### config.mk
export PLATFORM = sky130hd
export DESIGN_NAME = centroid_unit
export DESIGN_NICKNAME = d
export VERILOG_FILES = /design/src/rtl/centroid_pkg.sv /design/src/rtl/charge_store.sv /design/src/rtl/restoring_div.sv /design/src/rtl/centroid_unit.sv
export SDC_FILE = /design/constraint.sdc
export NUM_CORES = 2
export LEC_CHECK = 0
export CAP_MARGIN = 40
export CELL_PAD_IN_SITES_DETAIL_PLACEMENT = 1
export CELL_PAD_IN_SITES_GLOBAL_PLACEMENT = 2
export CORE_ASPECT_RATIO = 0.7
export CORE_MARGIN = 5
export CORE_UTILIZATION = 40
export CTS_CLUSTER_DIAMETER = 50
export CTS_CLUSTER_SIZE = 20
export DETAILED_ROUTE_END_ITERATION = 7
export DONT_BUFFER_PORTS = 1
export PLACE_DENSITY_LB_ADDON = 0.08
export SLEW_MARGIN = 25
export SYNTH_ARGS = -nofsm -noshare
export SYNTH_HDL_FRONTEND = slang
export SYNTH_SLANG_ARGS = --single-unit
### constraint.sdc
create_clock -name clk -period 12.3 [get_ports clk]
set_input_delay 0.615 -clock clk [delete_from_list [all_inputs] [get_ports clk]]
set_output_delay 0.615 -clock clk [all_outputs]
set_load 0.005 [all_outputs]
### src/rtl/centroid_pkg.sv
package centroid_pkg;
  typedef enum logic [1:0] {
    ST_COLLECT,
    ST_LAUNCH,
    ST_WAIT,
    ST_SHOW
  } cstate_t;
endpackage

### src/rtl/charge_store.sv
module charge_store #(
  parameter int ROWS = 16,
  parameter int NCOL = 8,
  parameter int TOTW = 8,
  localparam int RW = $clog2(ROWS),
  localparam int CW = $clog2(NCOL)
) (
  input  logic            clk,
  input  logic            we,
  input  logic [RW-1:0]   wrow,
  input  logic [CW-1:0]   wcol,
  input  logic [TOTW-1:0] wdata,
  input  logic [RW-1:0]   rrow,
  input  logic [CW-1:0]   rcol,
  output logic [TOTW-1:0] rdata
);
  localparam int DEPTH = ROWS * NCOL;

  logic [TOTW-1:0] mem [DEPTH];

  always_ff @(posedge clk) begin
    if (we) mem[{wrow, wcol}] <= wdata;
  end

  // Asynchronous read: the charge is available in the cycle the hit is taken.
  assign rdata = mem[{rrow, rcol}];
endmodule

### src/rtl/restoring_div.sv
module restoring_div #(
  parameter int NW   = 22,
  parameter int DW   = 15,
  parameter int FRAC = 4,
  localparam int LW  = NW + FRAC,
  localparam int IW  = $clog2(LW + 1)
) (
  input  logic          clk,
  input  logic          rst_n,
  input  logic          start,
  input  logic [NW-1:0] num,
  input  logic [DW-1:0] den,
  output logic          busy,
  output logic [LW-1:0] quot
);
  logic [LW-1:0] dvd;
  logic [DW-1:0] rem;
  logic [IW-1:0] cnt;
  logic [DW:0]   trial;
  logic [DW:0]   diff;
  logic          ge;

  // One quotient bit per cycle, most significant first.
  assign trial = {rem, dvd[LW-1]};
  assign ge    = trial >= {1'b0, den};
  assign diff  = trial - {1'b0, den};

  always_ff @(posedge clk) begin
    if (!rst_n) begin
      dvd  <= '0;
      rem  <= '0;
      cnt  <= '0;
      busy <= 1'b0;
      quot <= '0;
    end else if (start) begin
      dvd  <= {num, {FRAC{1'b0}}};
      rem  <= '0;
      cnt  <= IW'(LW);
      busy <= 1'b1;
      quot <= '0;
    end else if (busy) begin
      dvd  <= dvd << 1;
      rem  <= ge ? diff[DW-1:0] : trial[DW-1:0];
      quot <= {quot[LW-2:0], ge};
      cnt  <= cnt - IW'(1);
      if (cnt == IW'(1)) busy <= 1'b0;
    end
  end
endmodule

### src/rtl/centroid_unit.sv
module centroid_unit
  import centroid_pkg::*;
#(
  parameter int ROWS    = 16,
  parameter int NCOL    = 8,
  parameter int ACW     = 7,
  parameter int MAXHITS = 64,
  parameter int TOTW    = 8,
  parameter int FRAC    = 4,
  localparam int RW     = $clog2(ROWS),
  localparam int CW     = $clog2(NCOL),
  localparam int XW     = ACW + FRAC,
  localparam int YW     = RW + FRAC
) (
  input  logic            clk,
  input  logic            rst_n,
  input  logic            mode_weighted,
  input  logic [CW-1:0]   win_head,
  input  logic [ACW-1:0]  win_base,
  input  logic            wr_en,
  input  logic [RW-1:0]   wr_row,
  input  logic [CW-1:0]   wr_col,
  input  logic [TOTW-1:0] wr_tot,
  input  logic            in_valid,
  output logic            in_ready,
  input  logic [RW-1:0]   in_row,
  input  logic [CW-1:0]   in_col,
  input  logic            in_last,
  output logic            out_valid,
  input  logic            out_ready,
  output logic [XW-1:0]   out_x,
  output logic [YW-1:0]   out_y
);
  localparam int CNTW = $clog2(MAXHITS + 1);
  localparam int SWW  = CNTW + TOTW;
  localparam int NXW  = SWW + ACW;
  localparam int NYW  = SWW + RW;
  localparam int DXW  = CNTW + ACW;
  localparam int DYW  = CNTW + RW;

  cstate_t state;
  logic    first, mode_q, accept;
  logic [TOTW-1:0] tot;
  logic [CW-1:0]   ring_off;
  logic [ACW-1:0]  abs_col;

  logic [CNTW-1:0] cnt;
  logic [DXW-1:0]  sx_d;
  logic [DYW-1:0]  sy_d;
  logic [SWW-1:0]  wsum;
  logic [NXW-1:0]  sx_w;
  logic [NYW-1:0]  sy_w;

  logic            use_w, start, busy_x, busy_y;
  logic [SWW-1:0]  den;
  logic [NXW-1:0]  num_x;
  logic [NYW-1:0]  num_y;
  logic [NXW+FRAC-1:0] qx;
  logic [NYW+FRAC-1:0] qy;

  charge_store #(.ROWS(ROWS), .NCOL(NCOL), .TOTW(TOTW)) u_store (
    .clk   (clk),
    .we    (wr_en),
    .wrow  (wr_row),
    .wcol  (wr_col),
    .wdata (wr_tot),
    .rrow  (in_row),
    .rcol  (in_col),
    .rdata (tot)
  );

  // Ring slot to absolute column.
  assign ring_off = in_col - win_head;
  assign abs_col  = win_base + ACW'(ring_off);

  assign in_ready  = (state == ST_COLLECT);
  assign out_valid = (state == ST_SHOW);
  assign accept    = in_valid && in_ready;
  assign start     = (state == ST_LAUNCH);

  always_ff @(posedge clk) begin
    if (!rst_n) begin
      state  <= ST_COLLECT;
      first  <= 1'b1;
      mode_q <= 1'b0;
    end else begin
      if (accept) begin
        first <= in_last;
        if (first) mode_q <= mode_weighted;
      end
      unique case (state)
        ST_COLLECT: if (accept && in_last) state <= ST_LAUNCH;
        ST_LAUNCH:  state <= ST_WAIT;
        ST_WAIT:    if (!busy_x && !busy_y) state <= ST_SHOW;
        ST_SHOW:    if (out_ready) state <= ST_COLLECT;
        default:    state <= ST_COLLECT;
      endcase
    end
  end

  // Both sum sets run on every hit; the first beat of a cluster restarts them.
  always_ff @(posedge clk) begin
    if (!rst_n) begin
      cnt  <= '0;
      sx_d <= '0;
      sy_d <= '0;
      wsum <= '0;
      sx_w <= '0;
      sy_w <= '0;
    end else if (accept) begin
      cnt  <= (first ? '0 : cnt)  + CNTW'(1);
      sx_d <= (first ? '0 : sx_d) + DXW'(abs_col);
      sy_d <= (first ? '0 : sy_d) + DYW'(in_row);
      wsum <= (first ? '0 : wsum) + SWW'(tot);
      sx_w <= (first ? '0 : sx_w) + NXW'(tot) * NXW'(abs_col);
      sy_w <= (first ? '0 : sy_w) + NYW'(tot) * NYW'(in_row);
    end
  end

  // Zero total charge falls back to the plain mean.
  assign use_w = mode_q && (wsum != '0);
  assign den   = use_w ? wsum : SWW'(cnt);
  assign num_x = use_w ? sx_w : NXW'(sx_d);
  assign num_y = use_w ? sy_w : NYW'(sy_d);

  restoring_div #(.NW(NXW), .DW(SWW), .FRAC(FRAC)) u_div_x (
    .clk   (clk),
    .rst_n (rst_n),
    .start (start),
    .num   (num_x),
    .den   (den),
    .busy  (busy_x),
    .quot  (qx)
  );

  restoring_div #(.NW(NYW), .DW(SWW), .FRAC(FRAC)) u_div_y (
    .clk   (clk),
    .rst_n (rst_n),
    .start (start),
    .num   (num_y),
    .den   (den),
    .busy  (busy_y),
    .quot  (qy)
  );

  assign out_x = qx[XW-1:0];
  assign out_y = qy[YW-1:0];
endmodule

==> reports/results.txt <==
Fraction of power consumed by the clock network = 0.324
Horizontal extent of the die = 454 um
Number of maximum-capacitance violations = 0
Multi-input gate area = 0.0189 mm^2
Register cell area after layout = 0.0346 mm^2
Worst min path class = in2reg
Status = complete, no violations
Mux share of post-synthesis cell area = 0.134
H-tree levels = 3
Initial core utilization = 0.404
Layout cell share with drive strength beyond 1 = 0.177
Maximum buffer depth of the clock tree = 3
Shortest period the worst path allows = 7700 ps
Kind of end point of the critical path = register
Number of setup violations in the final report = 0
Hold Path Stages = 2
Number of synthesized register bits = 1218
Worst Hold End = u_div_x.cnt[2]
Critical Path Source = in_col[0]
Final worst-path cycle share = 0.626
Fill cell count = 13330
Total clock buffers created by CTS = 114
Count of yosys warnings during synthesis = 0
Number of gates resized after cts = 0
Synth async-reset ratio = 0
Post-Syn Area = 0.0551 mm^2
Chip height = 321 um
Number of standard cells after synthesis = 3705
Floorplan die area = 0.145 mm^2
Actual transition at the worst max-transition pin = 1130 ps
Main combinational cell family by area after synthesis = multiplexers
Endpoint of the most critical register-to-register path = sx_w[21]
Power Internal = 0.00793 W
Achievable frequency = 0.130 GHz
Count of boundary I/O pins = 60
Sum Neg Setup Slack = 0 ps
Critical path fanouts, max = 212
Total routing usage reported by global routing = 0.227
Switching power share of the total = 0.334
Total gr overflow = 0
Source of the worst register-to-register timing path = u_store.mem[127][6]
Top sig layer = met4
ANT nets after route = 0
Cell types with the largest area share after synthesis = edfxtp_1 56%, mux4_2 11%, dfxtp_1 7.0%, ha_1 2.8%, fa_1 2.5%
Via count normalized by instance count = 5.83
Amount of wire on met2 after detailed routing = 69.0 mm
Category of the critical setup timing path = in2reg
Library cell with the largest summed area after synthesis = edfxtp_1
Setup slack of the most critical reg-to-reg path = 5260 ps
Clock root cell = clkbuf_16
Combinational fraction of design power = 0.278
DPL Wire Length = 101 mm
Cell area after layout = 0.0622 mm^2
R2R cell count = 20
Switching Power = 0.00397 W
Number of detailed-routing iterations run before antenna repair = 5
Post-synthesis share of cell area spent on full adders, half adders and majority gates = 0.0535
Prevailing post-synth register cell = edfxtp_1
Routed wirelength normalized by instance count = 28.8 um
Xor/xnor cell area share of the yosys netlist = 0.00795
CTS clock-pin slew for the worst setup and hold paths = 70 ps
Latest clock arrival within the worst-skew pair = 770 ps
Post-Synth Simple-Gate Area = 0.0795
Slowest cell on crit path = fa_1
Post-synthesis sequential area ratio = 0.629
Synth Area per Inst = 14.9 um^2
Final slew viol count = 0
Startpoint of the tightest hold check path = rst_n
Worst path arrival time = 8320 ps
Data required time at the worst endpoint = 12920 ps
CTS tree = yes
Number of failing hold endpoints at the final stage = 0
Wl on met1 = 81.8 mm
# DRC = 0
Diodes inserted = 0
Floorplan Core Area = 0.136 mm^2
Sinks on Clock Net = 1218
Peak supply drop = 0.000128 V
Mapped Nets = 3937
Number of enable-type register cells in the synthesized netlist = 1024
Complex-gate fraction of the synthesized area = 0.0671
Total power per unit cell area = 191 mW/mm^2
Critical path's largest stage delay = 550 ps
Count of routing violations after the opening detailed-route iteration = 3167
Total via count after detailed routing = 33320
First-pass GRT wire length = 243 mm
Worst setup SP type = input port
Pwr Total = 0.0119 W
Area after DPL = 0.0571 mm^2
Row count = 113
Routed wire length = 165 mm
Worst-case clock skew = 39.3 ps
Weighted congestion reported at the end of routability-driven placement = 0.825
Worst hold slack = 93.6 ps
Number of input and output port buffers inserted = 0
Worst-case headroom to the max-slew limit = 0.244
Sum of met3 wire segment lengths after detailed routing = 11.6 mm
Vias in the first global route = 34422
Area growth syn-to-layout = 13.0%
Antenna violations before repair = 5
RSZ-0062 raised after global routing = false
Static power due to leakage = 21.0 nW
Synth cell types = 82
Largest net degree at the start of global routing = 258
Area share of the largest cell type after synthesis = 0.558
Number of nets at the end of the flow = 4013
Share of total power in sequential cells = 0.398
Final core utilization = 0.457
[repair_timing]
| action | in CTS | in global routing |
|---|---|---|
| hold buffers | 28 | 0 |
| setup buffers | 0 | 0 |
| endpoints found under the hold margin | 626 | 0 |
[final cells by class]
type	instances	area share
sequential	1218	0.557
multi-input combinational	2122	0.303
inverter	161	0.00975
timing repair buffer	164	0.0270
tap	1840	0.0370
clock inverter	95	0.0195
clock buffer	119	0.0468
[worst max path at each step]
| stage | to | depth (start not counted) | slack, ps |
|---|---|---|---|
| 2_1_floorplan | sx_w[21] | 30 | 4440 |
| 3_3_place_gp | sx_w[21] | 25 | 3740 |
| 3_5_place_dp | sx_w[21] | 25 | 3880 |
| 4_1_cts | sx_w[21] | 25 | 4640 |
| 5_1_grt | sx_w[21] | 25 | 4380 |
| 6_report | sx_w[21] | 26 | 4600 |
[cells by family (layout without fill, tap and decap cells)]
family                   count (synthesis)  count (layout)
XOR/XNOR                                50              50
AO/OA/AOI/OAI                          552             552
adder cells (fa/ha/maj)                194             194
multiplexers                           384             384
flip-flops                            1218            1218
AND/OR/NAND/NOR                        942             942
buffers and inverters                  365             539
[per-stage QoR]
stage	worst slack, ps	cells
CTS	4640	5659
finish	4600	5719
detailed placement	3880	5417
global route	4380	5719
global placement	3740	5376
floorplan	4440	3705
[cells in the final DEF, fill, tap and decap left out, types with 21 or more instances in the layout]
master / n
a31oi_1: 44
nand2_1: 238
o22ai_1: 27
fa_1: 70
nor2_1: 317
and3_1: 25
ha_1: 122
a21o_1: 23
clkbuf_16: 116
xor2_1: 21
xnor2_1: 29
nand4_1: 28
mux2i_1: 95
and2_1: 27
nor2b_1: 83
a211oi_1: 67
nand3_1: 85
inv_1: 155
dfxtp_1: 191
a21oi_1: 120
or3_1: 23
nor3_1: 45
mux4_2: 280
o21ai_0: 97
buf_4: 105
o211ai_1: 28
edfxtp_1: 1024
[power by group through the flow]
stage | combinational, W | clock (W) | sequential [W]
5_1_grt | 0.00370 | 0.00414 | 0.00475
3_5_place_dp | 0.00317 | 0 | 0.00482
4_1_cts | 0.00330 | 0.00394 | 0.00473
3_3_place_gp | 0.00308 | 0 | 0.00482
6_report | 0.00331 | 0.00385 | 0.00473
2_1_floorplan | 0.00234 | 0 | 0.00477
[routing by layer]
metal	track usage	vias to the layer above
met5	0	-
met4	0.0378	0
met3	0.0459	178
met2	0.319	953
met1	0.366	17748
li1	-	14441
[worst max-delay path, delay by kind of cell]
kind	cells	cell delay, ps
AND/OR/NAND/NOR	3	930
XOR/XNOR	3	680
buffers and inverters	7	1520
AO/OA/AOI/OAI	5	1110
adder cells (fa/ha/maj)	8	3210
[Yosys cell counts, drive strengths merged (5+ instances only)]
| cell type | number |
|---|---|
| mux2 | 9 |
| mux4 | 280 |
| o22ai | 27 |
| nor2 | 318 |
| nor3 | 46 |
| o211ai | 29 |
| a211o | 12 |
| clkbuf | 114 |
| buf | 90 |
| a311oi | 5 |
| a21o | 23 |
| or3 | 23 |
| o21ai | 101 |
| dfxtp | 194 |
| and3 | 25 |
| a31oi | 44 |
| edfxtp | 1024 |
| a2111oi | 6 |
| fa | 70 |
| ha | 123 |
| a21oi | 120 |
| nand2b | 15 |
| xor2 | 21 |
| o2111ai | 10 |
| o21bai | 10 |
| nand3b | 10 |
| nand3 | 87 |
| nor4 | 14 |
| mux2i | 95 |
| and2 | 28 |
| o31ai | 8 |
| nor3b | 7 |
| a32oi | 5 |
| o21a | 16 |
| a211oi | 68 |
| o311ai | 9 |
| nand2 | 241 |
| or2 | 6 |
| nand4 | 28 |
| a311o | 7 |
| o221ai | 6 |
| xnor2 | 29 |
| inv | 158 |
| nor2b | 83 |
| a22oi | 10 |
[registers in the layout, summed over array words and instances, names as in the netlist, 2 cells and up]
| register | flops |
|---|---|
| u_div_x.rem | 15 |
| cnt | 7 |
| u_div_y.cnt | 5 |
| sx_w | 22 |
| u_div_y.dvd | 19 |
| u_div_x.quot | 11 |
| wsum | 15 |
| u_store.mem | 1024 |
| u_div_x.dvd | 22 |
| u_div_x.cnt | 5 |
| sx_d | 14 |
| sy_d | 11 |
| sy_w | 19 |
| u_div_y.rem | 15 |
| u_div_y.quot | 8 |
| state | 2 |
No activity file was read; power rests on OpenSTA's default activity.
